`config.mk`:
```
export PLATFORM = sky130hd
export DESIGN_NAME = lazy_migrate_ctrl
export DESIGN_NICKNAME = d
export VERILOG_FILES = /design/src/rtl/migr_pkg.sv /design/src/rtl/mig_route.sv /design/src/rtl/mig_sched_ctrl.sv /design/src/rtl/mig_pend_store.sv /design/src/rtl/lazy_migrate_ctrl.sv
export SDC_FILE = /design/constraint.sdc
export NUM_CORES = 1
export LEC_CHECK = 0
export CAP_MARGIN = 20
export CORE_ASPECT_RATIO = 1.2
export CORE_MARGIN = 5
export CORE_UTILIZATION = 54
export DETAILED_ROUTE_END_ITERATION = 6
export PLACE_DENSITY_LB_ADDON = 0.12
export SLEW_MARGIN = 20
export SYNTH_ARGS = -nofsm -noshare
export SYNTH_HDL_FRONTEND = slang
export SYNTH_SLANG_ARGS = --single-unit
```
`constraint.sdc`:
```
create_clock -name clk -period 2.87 [get_ports clk]
set_clock_uncertainty 0.05 [all_clocks]
set_input_delay 0.574 -clock clk [delete_from_list [all_inputs] [get_ports clk]]
set_output_delay 0.574 -clock clk [all_outputs]
set_load 0.005 [all_outputs]
```
`src/rtl/migr_pkg.sv`:
```
package migr_pkg;
  localparam int CPU_W  = 3;
  localparam int CL_W   = 4;
  localparam int SLOT_W = 4;   // supports up to 16 pending slots

  typedef logic [CL_W-1:0] clId_t;
  typedef logic [CPU_W-1:0] cpuId_t;

  // strobes from control to datapath
  typedef struct packed {
    logic              allocEn;
    logic [SLOT_W-1:0] allocIdx;
    logic              cancelEn;
    logic [SLOT_W-1:0] cancelIdx;
    logic              issueEn;
    logic [SLOT_W-1:0] issueIdx;
  } slotCmd_t;

  function automatic clId_t localOf(input cpuId_t cpu);
    return {1'b0, cpu};
  endfunction

  function automatic clId_t interOf(input cpuId_t cpu);
    return {2'b10, cpu[2:1]};
  endfunction

  function automatic clId_t centerOf(input cpuId_t cpu);
    return {2'b11, cpu[2:1]};
  endfunction
endpackage

```
`src/rtl/mig_route.sv`:
```
module mig_route
  import migr_pkg::*;
(
  input  clId_t  hitCluster,
  input  cpuId_t reqCpu,
  output logic   moveNeeded,
  output clId_t  dstCluster
);
  always_comb begin
    moveNeeded = 1'b1;
    dstCluster = hitCluster;
    if (hitCluster == localOf(reqCpu)) begin
      moveNeeded = 1'b0;
    end else if (hitCluster == interOf(reqCpu)) begin
      dstCluster = localOf(reqCpu);
    end else if (hitCluster == centerOf(reqCpu)) begin
      dstCluster = interOf(reqCpu);
    end else if (hitCluster[3:2] == 2'b11) begin
      dstCluster = centerOf(reqCpu);
    end else if (hitCluster[3:2] == 2'b10) begin
      dstCluster = {2'b11, hitCluster[1:0]};
    end else begin
      dstCluster = {2'b10, hitCluster[2:1]};
    end
  end
endmodule

```
`src/rtl/mig_sched_ctrl.sv`:
```
module mig_sched_ctrl
  import migr_pkg::*;
#(
  parameter int DEPTH = 4
) (
  input  logic             clk,
  input  logic             rstN,
  input  logic             hitValid,
  input  logic             moveNeeded,
  input  logic             suspend,
  input  logic [DEPTH-1:0] vldVec,
  input  logic [DEPTH-1:0] matchVec,
  input  logic [DEPTH-1:0] sameCpuVec,
  input  logic [DEPTH-1:0] expiredVec,
  output slotCmd_t         cmd
);
  localparam int IDX_W = (DEPTH > 1) ? $clog2(DEPTH) : 1;

  logic             anyMatch, anyFree, anyExp;
  logic [IDX_W-1:0] matchIdx, freeIdx, expIdx;
  logic             cancelNow;

  always_comb begin
    anyMatch = 1'b0;
    matchIdx = '0;
    anyFree  = 1'b0;
    freeIdx  = '0;
    for (int i = DEPTH - 1; i >= 0; i--) begin
      if (matchVec[i]) begin
        anyMatch = 1'b1;
        matchIdx = IDX_W'(i);
      end
      if (!vldVec[i]) begin
        anyFree = 1'b1;
        freeIdx = IDX_W'(i);
      end
    end
  end

  assign cancelNow = hitValid && anyMatch && !sameCpuVec[matchIdx];

  always_comb begin
    anyExp = 1'b0;
    expIdx = '0;
    for (int i = DEPTH - 1; i >= 0; i--) begin
      if (expiredVec[i] && !(cancelNow && (matchIdx == IDX_W'(i)))) begin
        anyExp = 1'b1;
        expIdx = IDX_W'(i);
      end
    end
  end

  always_comb begin
    cmd           = '0;
    cmd.cancelEn  = cancelNow;
    cmd.cancelIdx = SLOT_W'(matchIdx);
    cmd.allocEn   = hitValid && !anyMatch && moveNeeded && anyFree;
    cmd.allocIdx  = SLOT_W'(freeIdx);
    cmd.issueEn   = anyExp && !suspend;
    cmd.issueIdx  = SLOT_W'(expIdx);
  end


  alloc_free_chk: assert property (@(posedge clk) disable iff (!rstN)
    cmd.allocEn |-> !vldVec[IDX_W'(cmd.allocIdx)]);


  issue_expired_chk: assert property (@(posedge clk) disable iff (!rstN)
    cmd.issueEn |-> expiredVec[IDX_W'(cmd.issueIdx)]);
endmodule

```
`src/rtl/mig_pend_store.sv`:
```
module mig_pend_store
  import migr_pkg::*;
#(
  parameter int ADDR_W = 26,
  parameter int DEPTH  = 4,
  parameter int DELAY  = 1000
) (
  input  logic              clk,
  input  logic              rstN,
  input  logic              suspend,
  input  logic [ADDR_W-1:0] hitAddr,
  input  cpuId_t            reqCpu,
  input  clId_t             hitCluster,
  input  clId_t             dstCluster,
  input  slotCmd_t          cmd,
  output logic [DEPTH-1:0]  vldVec,
  output logic [DEPTH-1:0]  matchVec,
  output logic [DEPTH-1:0]  sameCpuVec,
  output logic [DEPTH-1:0]  expiredVec,
  output logic              migValid,
  output clId_t             migSrc,
  output clId_t             migDst,
  output logic [ADDR_W-1:0] migAddr
);
  localparam int IDX_W = (DEPTH > 1) ? $clog2(DEPTH) : 1;
  localparam int TMR_W = $clog2(DELAY + 1);

  logic [ADDR_W-1:0] slotAddr [DEPTH];
  cpuId_t            slotCpu  [DEPTH];
  clId_t             slotSrc  [DEPTH];
  clId_t             slotDst  [DEPTH];
  logic [TMR_W-1:0]  slotTmr  [DEPTH];

  logic [IDX_W-1:0] issSlot;
  assign issSlot = IDX_W'(cmd.issueIdx);

  for (genvar i = 0; i < DEPTH; i++) begin : g_slot
    logic allocHere, dropHere;
    assign allocHere = cmd.allocEn && (IDX_W'(cmd.allocIdx) == IDX_W'(i));
    assign dropHere  = (cmd.cancelEn && (IDX_W'(cmd.cancelIdx) == IDX_W'(i))) ||
                       (cmd.issueEn  && (issSlot == IDX_W'(i)));

    always_ff @(posedge clk or negedge rstN) begin
      if (!rstN) begin
        vldVec[i]   <= 1'b0;
        slotAddr[i] <= '0;
        slotCpu[i]  <= '0;
        slotSrc[i]  <= '0;
        slotDst[i]  <= '0;
        slotTmr[i]  <= '0;
      end else if (allocHere) begin
        vldVec[i]   <= 1'b1;
        slotAddr[i] <= hitAddr;
        slotCpu[i]  <= reqCpu;
        slotSrc[i]  <= hitCluster;
        slotDst[i]  <= dstCluster;
        slotTmr[i]  <= TMR_W'(DELAY);
      end else if (dropHere) begin
        vldVec[i]   <= 1'b0;
      end else if (vldVec[i] && !suspend && (slotTmr[i] != '0)) begin
        slotTmr[i]  <= slotTmr[i] - 1'b1;
      end
    end

    assign matchVec[i]   = vldVec[i] && (slotAddr[i] == hitAddr);
    assign sameCpuVec[i] = (slotCpu[i] == reqCpu);
    assign expiredVec[i] = vldVec[i] && (slotTmr[i] == '0);


    tmr_hold_chk: assert property (@(posedge clk) disable iff (!rstN)
      (suspend && vldVec[i] && !dropHere) |=> (slotTmr[i] == $past(slotTmr[i])));
  end

  always_ff @(posedge clk or negedge rstN) begin
    if (!rstN) begin
      migValid <= 1'b0;
      migSrc   <= '0;
      migDst   <= '0;
      migAddr  <= '0;
    end else begin
      migValid <= cmd.issueEn;
      if (cmd.issueEn) begin
        migSrc  <= slotSrc[issSlot];
        migDst  <= slotDst[issSlot];
        migAddr <= slotAddr[issSlot];
      end
    end
  end


  susp_quiet_chk: assert property (@(posedge clk) disable iff (!rstN)
    suspend |=> !migValid);
endmodule

```
`src/rtl/lazy_migrate_ctrl.sv`:
```
module lazy_migrate_ctrl
  import migr_pkg::*;
#(
  parameter int ADDR_W = 26,
  parameter int DEPTH  = 4,
  parameter int DELAY  = 1000
) (
  input  logic              clk,
  input  logic              rstN,
  input  logic              hitValid,
  input  logic [3:0]        hitCluster,
  input  logic [2:0]        reqCpu,
  input  logic [ADDR_W-1:0] hitAddr,
  input  logic              suspend,
  output logic              migValid,
  output logic [3:0]        migSrc,
  output logic [3:0]        migDst,
  output logic [ADDR_W-1:0] migAddr
);
  logic             moveNeeded;
  clId_t            dstCluster;
  slotCmd_t         cmd;
  logic [DEPTH-1:0] vldVec, matchVec, sameCpuVec, expiredVec;

  mig_route u_route (
    .hitCluster (hitCluster),
    .reqCpu     (reqCpu),
    .moveNeeded (moveNeeded),
    .dstCluster (dstCluster)
  );

  mig_sched_ctrl #(.DEPTH(DEPTH)) u_ctrl (
    .clk        (clk),
    .rstN       (rstN),
    .hitValid   (hitValid),
    .moveNeeded (moveNeeded),
    .suspend    (suspend),
    .vldVec     (vldVec),
    .matchVec   (matchVec),
    .sameCpuVec (sameCpuVec),
    .expiredVec (expiredVec),
    .cmd        (cmd)
  );

  mig_pend_store #(.ADDR_W(ADDR_W), .DEPTH(DEPTH), .DELAY(DELAY)) u_store (
    .clk        (clk),
    .rstN       (rstN),
    .suspend    (suspend),
    .hitAddr    (hitAddr),
    .reqCpu     (reqCpu),
    .hitCluster (hitCluster),
    .dstCluster (dstCluster),
    .cmd        (cmd),
    .vldVec     (vldVec),
    .matchVec   (matchVec),
    .sameCpuVec (sameCpuVec),
    .expiredVec (expiredVec),
    .migValid   (migValid),
    .migSrc     (migSrc),
    .migDst     (migDst),
    .migAddr    (migAddr)
  );


  own_local_chk: assert property (@(posedge clk) disable iff (!rstN)
    (hitValid && (hitCluster == {1'b0, reqCpu})) |-> !moveNeeded);


  move_dir_chk: assert property (@(posedge clk) disable iff (!rstN)
    migValid |-> (migSrc != migDst));
endmodule

```
== Word level (Yosys, flattened, before mapping) ==
Index checks and enable logic that the tools add are counted.
Storage, ports and cells
  logic and storage cells: 194
  input bits: 37
  output and inout port bits: 35
  register bits after elaboration: 227
Cells by class
  add/subtract/negate cells: 4
  $lt $le $gt $ge: 2
  reduce and logical (&&, ||, !) cells: 72
  multiplexer cells: 61
  eq/ne operators: 26
  bitwise logic cells: 1
Operators with widths (count)
  $mux 10: 12
  $eq 26x26->1: 4
  $bmux 26 s2: 1
  $mux 26: 2
  $logic_not 10->1: 4
  $reduce_bool 10->1: 4
  $sub 10x1->10 const B: 4
  $logic_and 1x1->1: 38
  $mux 4: 8
  $mux 2: 12
  $mux 1: 22
  $bmux 4 s2: 2
  $eq 2x2->1 const B: 8
  $reduce_bool 2->1: 8
  $eq 3x3->1: 4
  $eq 4x4->1: 2
  $ne 2x1->1 const B: 4
  $reduce_and 2->1: 4
  $logic_not 1->1: 7
  $eq 2x1->1 const B: 3
  $logic_not 2->1: 3
  $eq 4x3->1: 1
  $logic_or 1x1->1: 4
  $ge 3x3->1 const B: 1
  4 further kinds: 4

== Depth between registers and ports, before layout ==
  depth after elaboration: 22
  mapped depth: 12
  mapped depth without buffers: 9

== By module ==
From an unflattened synthesis, not the netlist that was laid out.
Second synthesis, totals
  cells, all modules: 1290
  area, all modules: 12056.6 um2
By module, submodules not included
  mig_pend_store: cells each 1214, instances 1, area each 11539.8 um2, seq. area each 5680.4 um2
  mig_sched_ctrl: cells each 43, instances 1, area each 281.5 um2, seq. area each 0.0 um2
  mig_route: cells each 33, instances 1, area each 235.2 um2, seq. area each 0.0 um2

== Worst setup path after synthesis ==
Ideal clock, no wire load.
  kind: input -> register
  start: in hitAddr[8]
  end: reg u_store.migAddr[17]
  cell stages on the path: 11
  path buffers: 3
  slack: -0.260 ns
  required time: 2.732 ns
  arrival: 2.991 ns
  library setup time: 0.088 ns
  path through: buf_2 xnor2_1 nand4_1 or4_4 o311a_1 buf_6 a31o_4 nor4_4 buf_6 nand2_1 a41oi_1
Between the ends
  word-level cells in the longest chain between the ends: 21
  elaborated cells on any way between the ends: 50
  those cells by class: eq/ne: 7; mux: 21; bitwise: 1; reduce/logical: 21
Ends and longest elaborated chain
  start, declared: line lazy_migrate_ctrl.sv:13  | input logic [ADDR_W-1:0] hitAddr,
  $eq 26x26->1: line mig_pend_store.sv:65  | assign matchVec[i] = vldVec[i] && (slotAddr[i] == hitAddr);
  $logic_and 1x1->1: line mig_pend_store.sv:65
  $mux 2 (4 in a row): line mig_sched_ctrl.sv:29  | if (matchVec[i]) begin
  $bmux 1 s2: line mig_sched_ctrl.sv:40  | assign cancelNow = hitValid && anyMatch && !sameCpuVec[matchIdx];
  $mux 1 (not written as such): line mig_sched_ctrl.sv:40
  $logic_not 1->1: line mig_sched_ctrl.sv:40
  $logic_and 1x1->1: line mig_sched_ctrl.sv:40
  $logic_and 1x1->1: line mig_sched_ctrl.sv:46  | if (expiredVec[i] && !(cancelNow && (matchIdx == IDX_W'(i)))) begin
  $logic_not 1->1: line mig_sched_ctrl.sv:46
  $logic_and 1x1->1: line mig_sched_ctrl.sv:46
  $mux 2 (4 in a row): line mig_sched_ctrl.sv:46
  $not 2->3 (not written as such): line mig_pend_store.sv:85  | migAddr <= slotAddr[issSlot];
  $bmux 26 s2: line mig_pend_store.sv:85
  $mux 26 (not written as such) (2 in a row): line mig_pend_store.sv:85
  end signal, assigned: line mig_pend_store.sv:85
  end, declared: line mig_pend_store.sv:23  | output logic [ADDR_W-1:0] migAddr
Several ways; a longest one is shown, not always the timed one. The select of a mux whose other input is x is not followed.
A chain may end at the register's enable or synchronous reset.

== Worst setup path after layout ==
  start: reg u_store.slotAddr[91] in the netlist's numbering
  end: reg u_store.migSrc[1]
Between the ends
  word-level cells in the longest chain between the ends: 18
  elaborated cells on any way between the ends: 38
  those cells by class: eq/ne: 4; mux: 15; bitwise: 1; reduce/logical: 18
Ends and longest elaborated chain
  start, declared: line mig_pend_store.sv:28  | logic [ADDR_W-1:0] slotAddr [DEPTH];
  start signal, assigned by index: line mig_pend_store.sv:53  | slotAddr[i] <= hitAddr;
  $eq 26x26->1 (*): line mig_pend_store.sv:65
  $logic_and 1x1->1 (*): line mig_pend_store.sv:65
  $mux 2: line mig_sched_ctrl.sv:29
  $bmux 1 s2: line mig_sched_ctrl.sv:40
  $mux 1 (not written as such): line mig_sched_ctrl.sv:40
  $logic_not 1->1: line mig_sched_ctrl.sv:40
  $logic_and 1x1->1: line mig_sched_ctrl.sv:40
  $logic_and 1x1->1: line mig_sched_ctrl.sv:46
  $logic_not 1->1: line mig_sched_ctrl.sv:46
  $logic_and 1x1->1: line mig_sched_ctrl.sv:46
  $mux 2 (4 in a row): line mig_sched_ctrl.sv:46
  $not 2->3 (not written as such): line mig_pend_store.sv:83  | migSrc <= slotSrc[issSlot];
  $bmux 4 s2: line mig_pend_store.sv:83
  $mux 4 (not written as such) (2 in a row): line mig_pend_store.sv:83
  end signal, assigned: line mig_pend_store.sv:83
  end, declared: line mig_pend_store.sv:21  | output clId_t migSrc,
Mark *: on every way between the ends. The rest lies on a longest branch, timed or not. The select of a mux whose other input is x is not followed.

==> results.md <==
- Status: finished, violations left
- Failing checks: negative hold slack, negative setup slack
- Post-synthesis sequential area ratio: 0.4889
- Non-Filler Instances: between 1500 and 2000
- Clk Latency, worst-skew pair: approximately 0.54 ns
- Initial antenna violation count: 0
- First-pass DRT Iterations: 6
- H-tree depth: 1
- Crit-path cells: xnor2_1 > nand3_2 > or3_4 > buf_6 > o22a_4 > a21boi_4 > nor4_4 > buf_4 > clkbuf_16 > a222oi_1 > a31oi_1
- EDFF count, synth: 0
- Reg2reg path depth: 11
- Post-layout min period: roughly 3.5 ns
- Via density per instance: 6.537
- Netlist Area Pre-Place: around 12000 um^2
- Power density of the placed cells: between 900 and 1000 nW/um^2
- Die ar.: between 20000 and 25000 um^2
- Die height: 170.7 um
- Crit path launch type: flip-flop
- Initial drt markers: approximately 1300
- Critical Path RT: 3.20 ns
- WHS: -0.003723 ns
- Slowest cell delay on critical path: around 0.63 ns
- RSZ-0062 raised after global routing: yes
- Total Wirelength: 45690 um
- R2r endpoint: u_store.migSrc[1]
- Final Net Count: 1402
- Crit path max-delay cell type: xnor2_1
- Most common cell after layout, fill and taps aside: dfrtp_1
- Async SR Flop Fraction: 1.000
- Leakage: approximately 7.9 nW
- First-pass GRT wire length: 60850 um
- Ys flop type: dfrtp_1
- CTS Sinks: about 230
- Synth Net Count: roughly 1100
- TritonCTS clock tree: yes
- Hold crit path type: in -> async
- Relative slew slack: 0.4438
- Commonest non-fill, non-tap cells in the layout: dfrtp_1 (227), buf_4 (212), mux2_4 (102)
- Gr usage total: 0.3197
- GP Congestion: 0.9573
- Setup Viol. Count Final: around 230
- Worst vdd ir: roughly 0.00071 V
- Crit-path max FO: 5
- #FFs+latches synth: 227
- Cell Area, Placed: approximately 14000 um^2
- Crit path DAT: 3.86 ns
- Final worst-path setup slack: -0.6569 ns
- # diodes: 0
- Reg-to-reg startpoint: u_store.slotAddr[91]
- Core area: 21050 um^2
- Drt wl/cell: approximately 28 um
- Vias in the first global route: 10550
- Setup crit end kind: flip-flop
- Port bufs: 71
- Final max-slew violation count: 0
- Starting density of the core: 0.5521
- Util after Layout: 0.8474
- Final Hold Fails: 1
- Antenna Nets Post-Route: 0
- Layout cells sized above 1: 0.4884
- Hold Buf Count CTS: 0
- Pin count of the biggest net entering global routing: 83
- Final instance area: ~18000 um^2
- I/O pin cnt: between 70 and 80
- R2r setup slk: -0.66 ns
- Synth Area per Inst: 11.26 um^2
- CTS buffer count: 25
- Via count: about 11000
- Clock transition at path regs: about 0.070 ns
- Fmax: between 200 and 300 MHz
- Maxcap violations: 0
- Synth cell types: 57
- Worst slew pin tran: 0.8343 ns
- Mapped Cells: ~1000
- Post-DP HPWL: between 20000 and 25000 um
- Synthesis Warnings: 0
- Placed insts: between 1500 and 2000
- Clk root buf: clkbuf_16
- Die W: between 100 and 150 um
- Area Growth Syn to Fin: 53.48%
- Global route overflow: 0
- Final Cycle Share: 1.229
- Row count: between 50 and 60
- Crit Path Class: reg -> reg
- Drc violations: 0
- Dpl ws: -1.207 ns
- Clk buf depth: 3
-- synthesized netlist by cell type (all sizes together), types with 17 or more instances --
cell / number / area [um^2]
a21oi: 42 / 210.2
a22oi: 22 / 165.2
a41oi: 20 / 175.2
buf: 51 / 300.3
clkbuf: 32 / 120.1
dfrtp: 227 / 5680
inv: 19 / 71.31
mux2: 147 / 1655
nand2: 43 / 161.4
nand3: 17 / 85.08
nand4: 27 / 168.9
nor2: 26 / 97.59
nor4: 30 / 209.0
o21ai: 51 / 255.2
xnor2: 96 / 840.8
xor2: 46 / 402.9
-- critical path, delay by kind of cell (launching register included) --
kind            cells  cell delay [ns]
simple gates        3             0.73
flops               1             0.44
compound gates      4             1.05
xor+xnor            1             0.63
buf+inv             3             0.45
-- per-stage QoR --
step | total power, mW | setup TNS, ns
floorplan | 8.546 | -3.734
global placement | 11.11 | -192.65
detailed placement | 11.31 | -200.57
CTS | 15.27 | -17.50
global route | 17.42 | -100.31
finish | 16.84 | -109.82
-- routing by layer --
metal	routed length, um	share of wire	GRT usage	up-vias
li1	-	-	-	4394
met1	16240	0.36	0.3972	5427
met2	22190	0.49	0.5391	710
met3	3890	0.085	0.05675	242
met4	3372	0.074	0.1540	0
met5	0	0	0	-
-- flip-flops by register name, summed over array words and instances, names as in the netlist --
register and flops:
u_store.migSrc 4, u_store.slotAddr 104, u_store.slotCpu 12, u_store.migValid 1, u_store.migDst 4, u_store.vldVec 4
u_store.slotTmr 40, u_store.slotSrc 16, u_store.slotDst 16, u_store.migAddr 26
-- how the worst max path moves through the flow --
stage	startpoint	to	slack [ns]
detailed placement	hitAddr[18]	u_store.migAddr[7]	-1.21
global route	u_store.slotAddr[91]	u_store.migSrc[1]	-0.66
floorplan	hitAddr[6]	u_store.migDst[0]	-0.13
CTS	u_store.slotAddr[66]	u_store.migSrc[3]	-0.28
global placement	hitAddr[18]	u_store.migAddr[0]	-1.14
finish	u_store.slotAddr[91]	u_store.migSrc[1]	-0.66
-- logic make-up after synthesis --
family	count (synthesis)	synth area share
DFF	227	0.4889
xor gates and xnor gates	142	0.1070
buffers and inverters	102	0.04232
muxes	149	0.1442
AOI/OAI and AO/OA	189	0.1095
and+or+nand+nor	219	0.1038
adders and majority gates	4	0.004307
-- cell type report --
class | instances | area (um^2)
flip-flops and latches | 227 | 5680
repair buffers | 385 | 3975
well taps | 270 | 337.8
clock buffers | 39 | 758.2
fillers | 978 | 3211
multi-input cells | 703 | 6975
clock inverters | 5 | 36.28
inverters | 19 | 71.32
-- power by group --
part	internal (mW)	switching, mW	total (mW)
clock	1.81	1.36	3.18
combinational	4.27	3.24	7.51
sequential	4.67	1.48	6.15
-- what timing repair did --
action | 4_1_cts | 5_1_grt
pin swaps | 40 | 82
buffers inserted | 43 | 30
endpoints found under the setup margin | 227 | 226
resized for setup | 204 | 251
gates cloned | 12 | 10
hold endpoints to repair | 0 | 0
(Power assumes the default switching activity.)
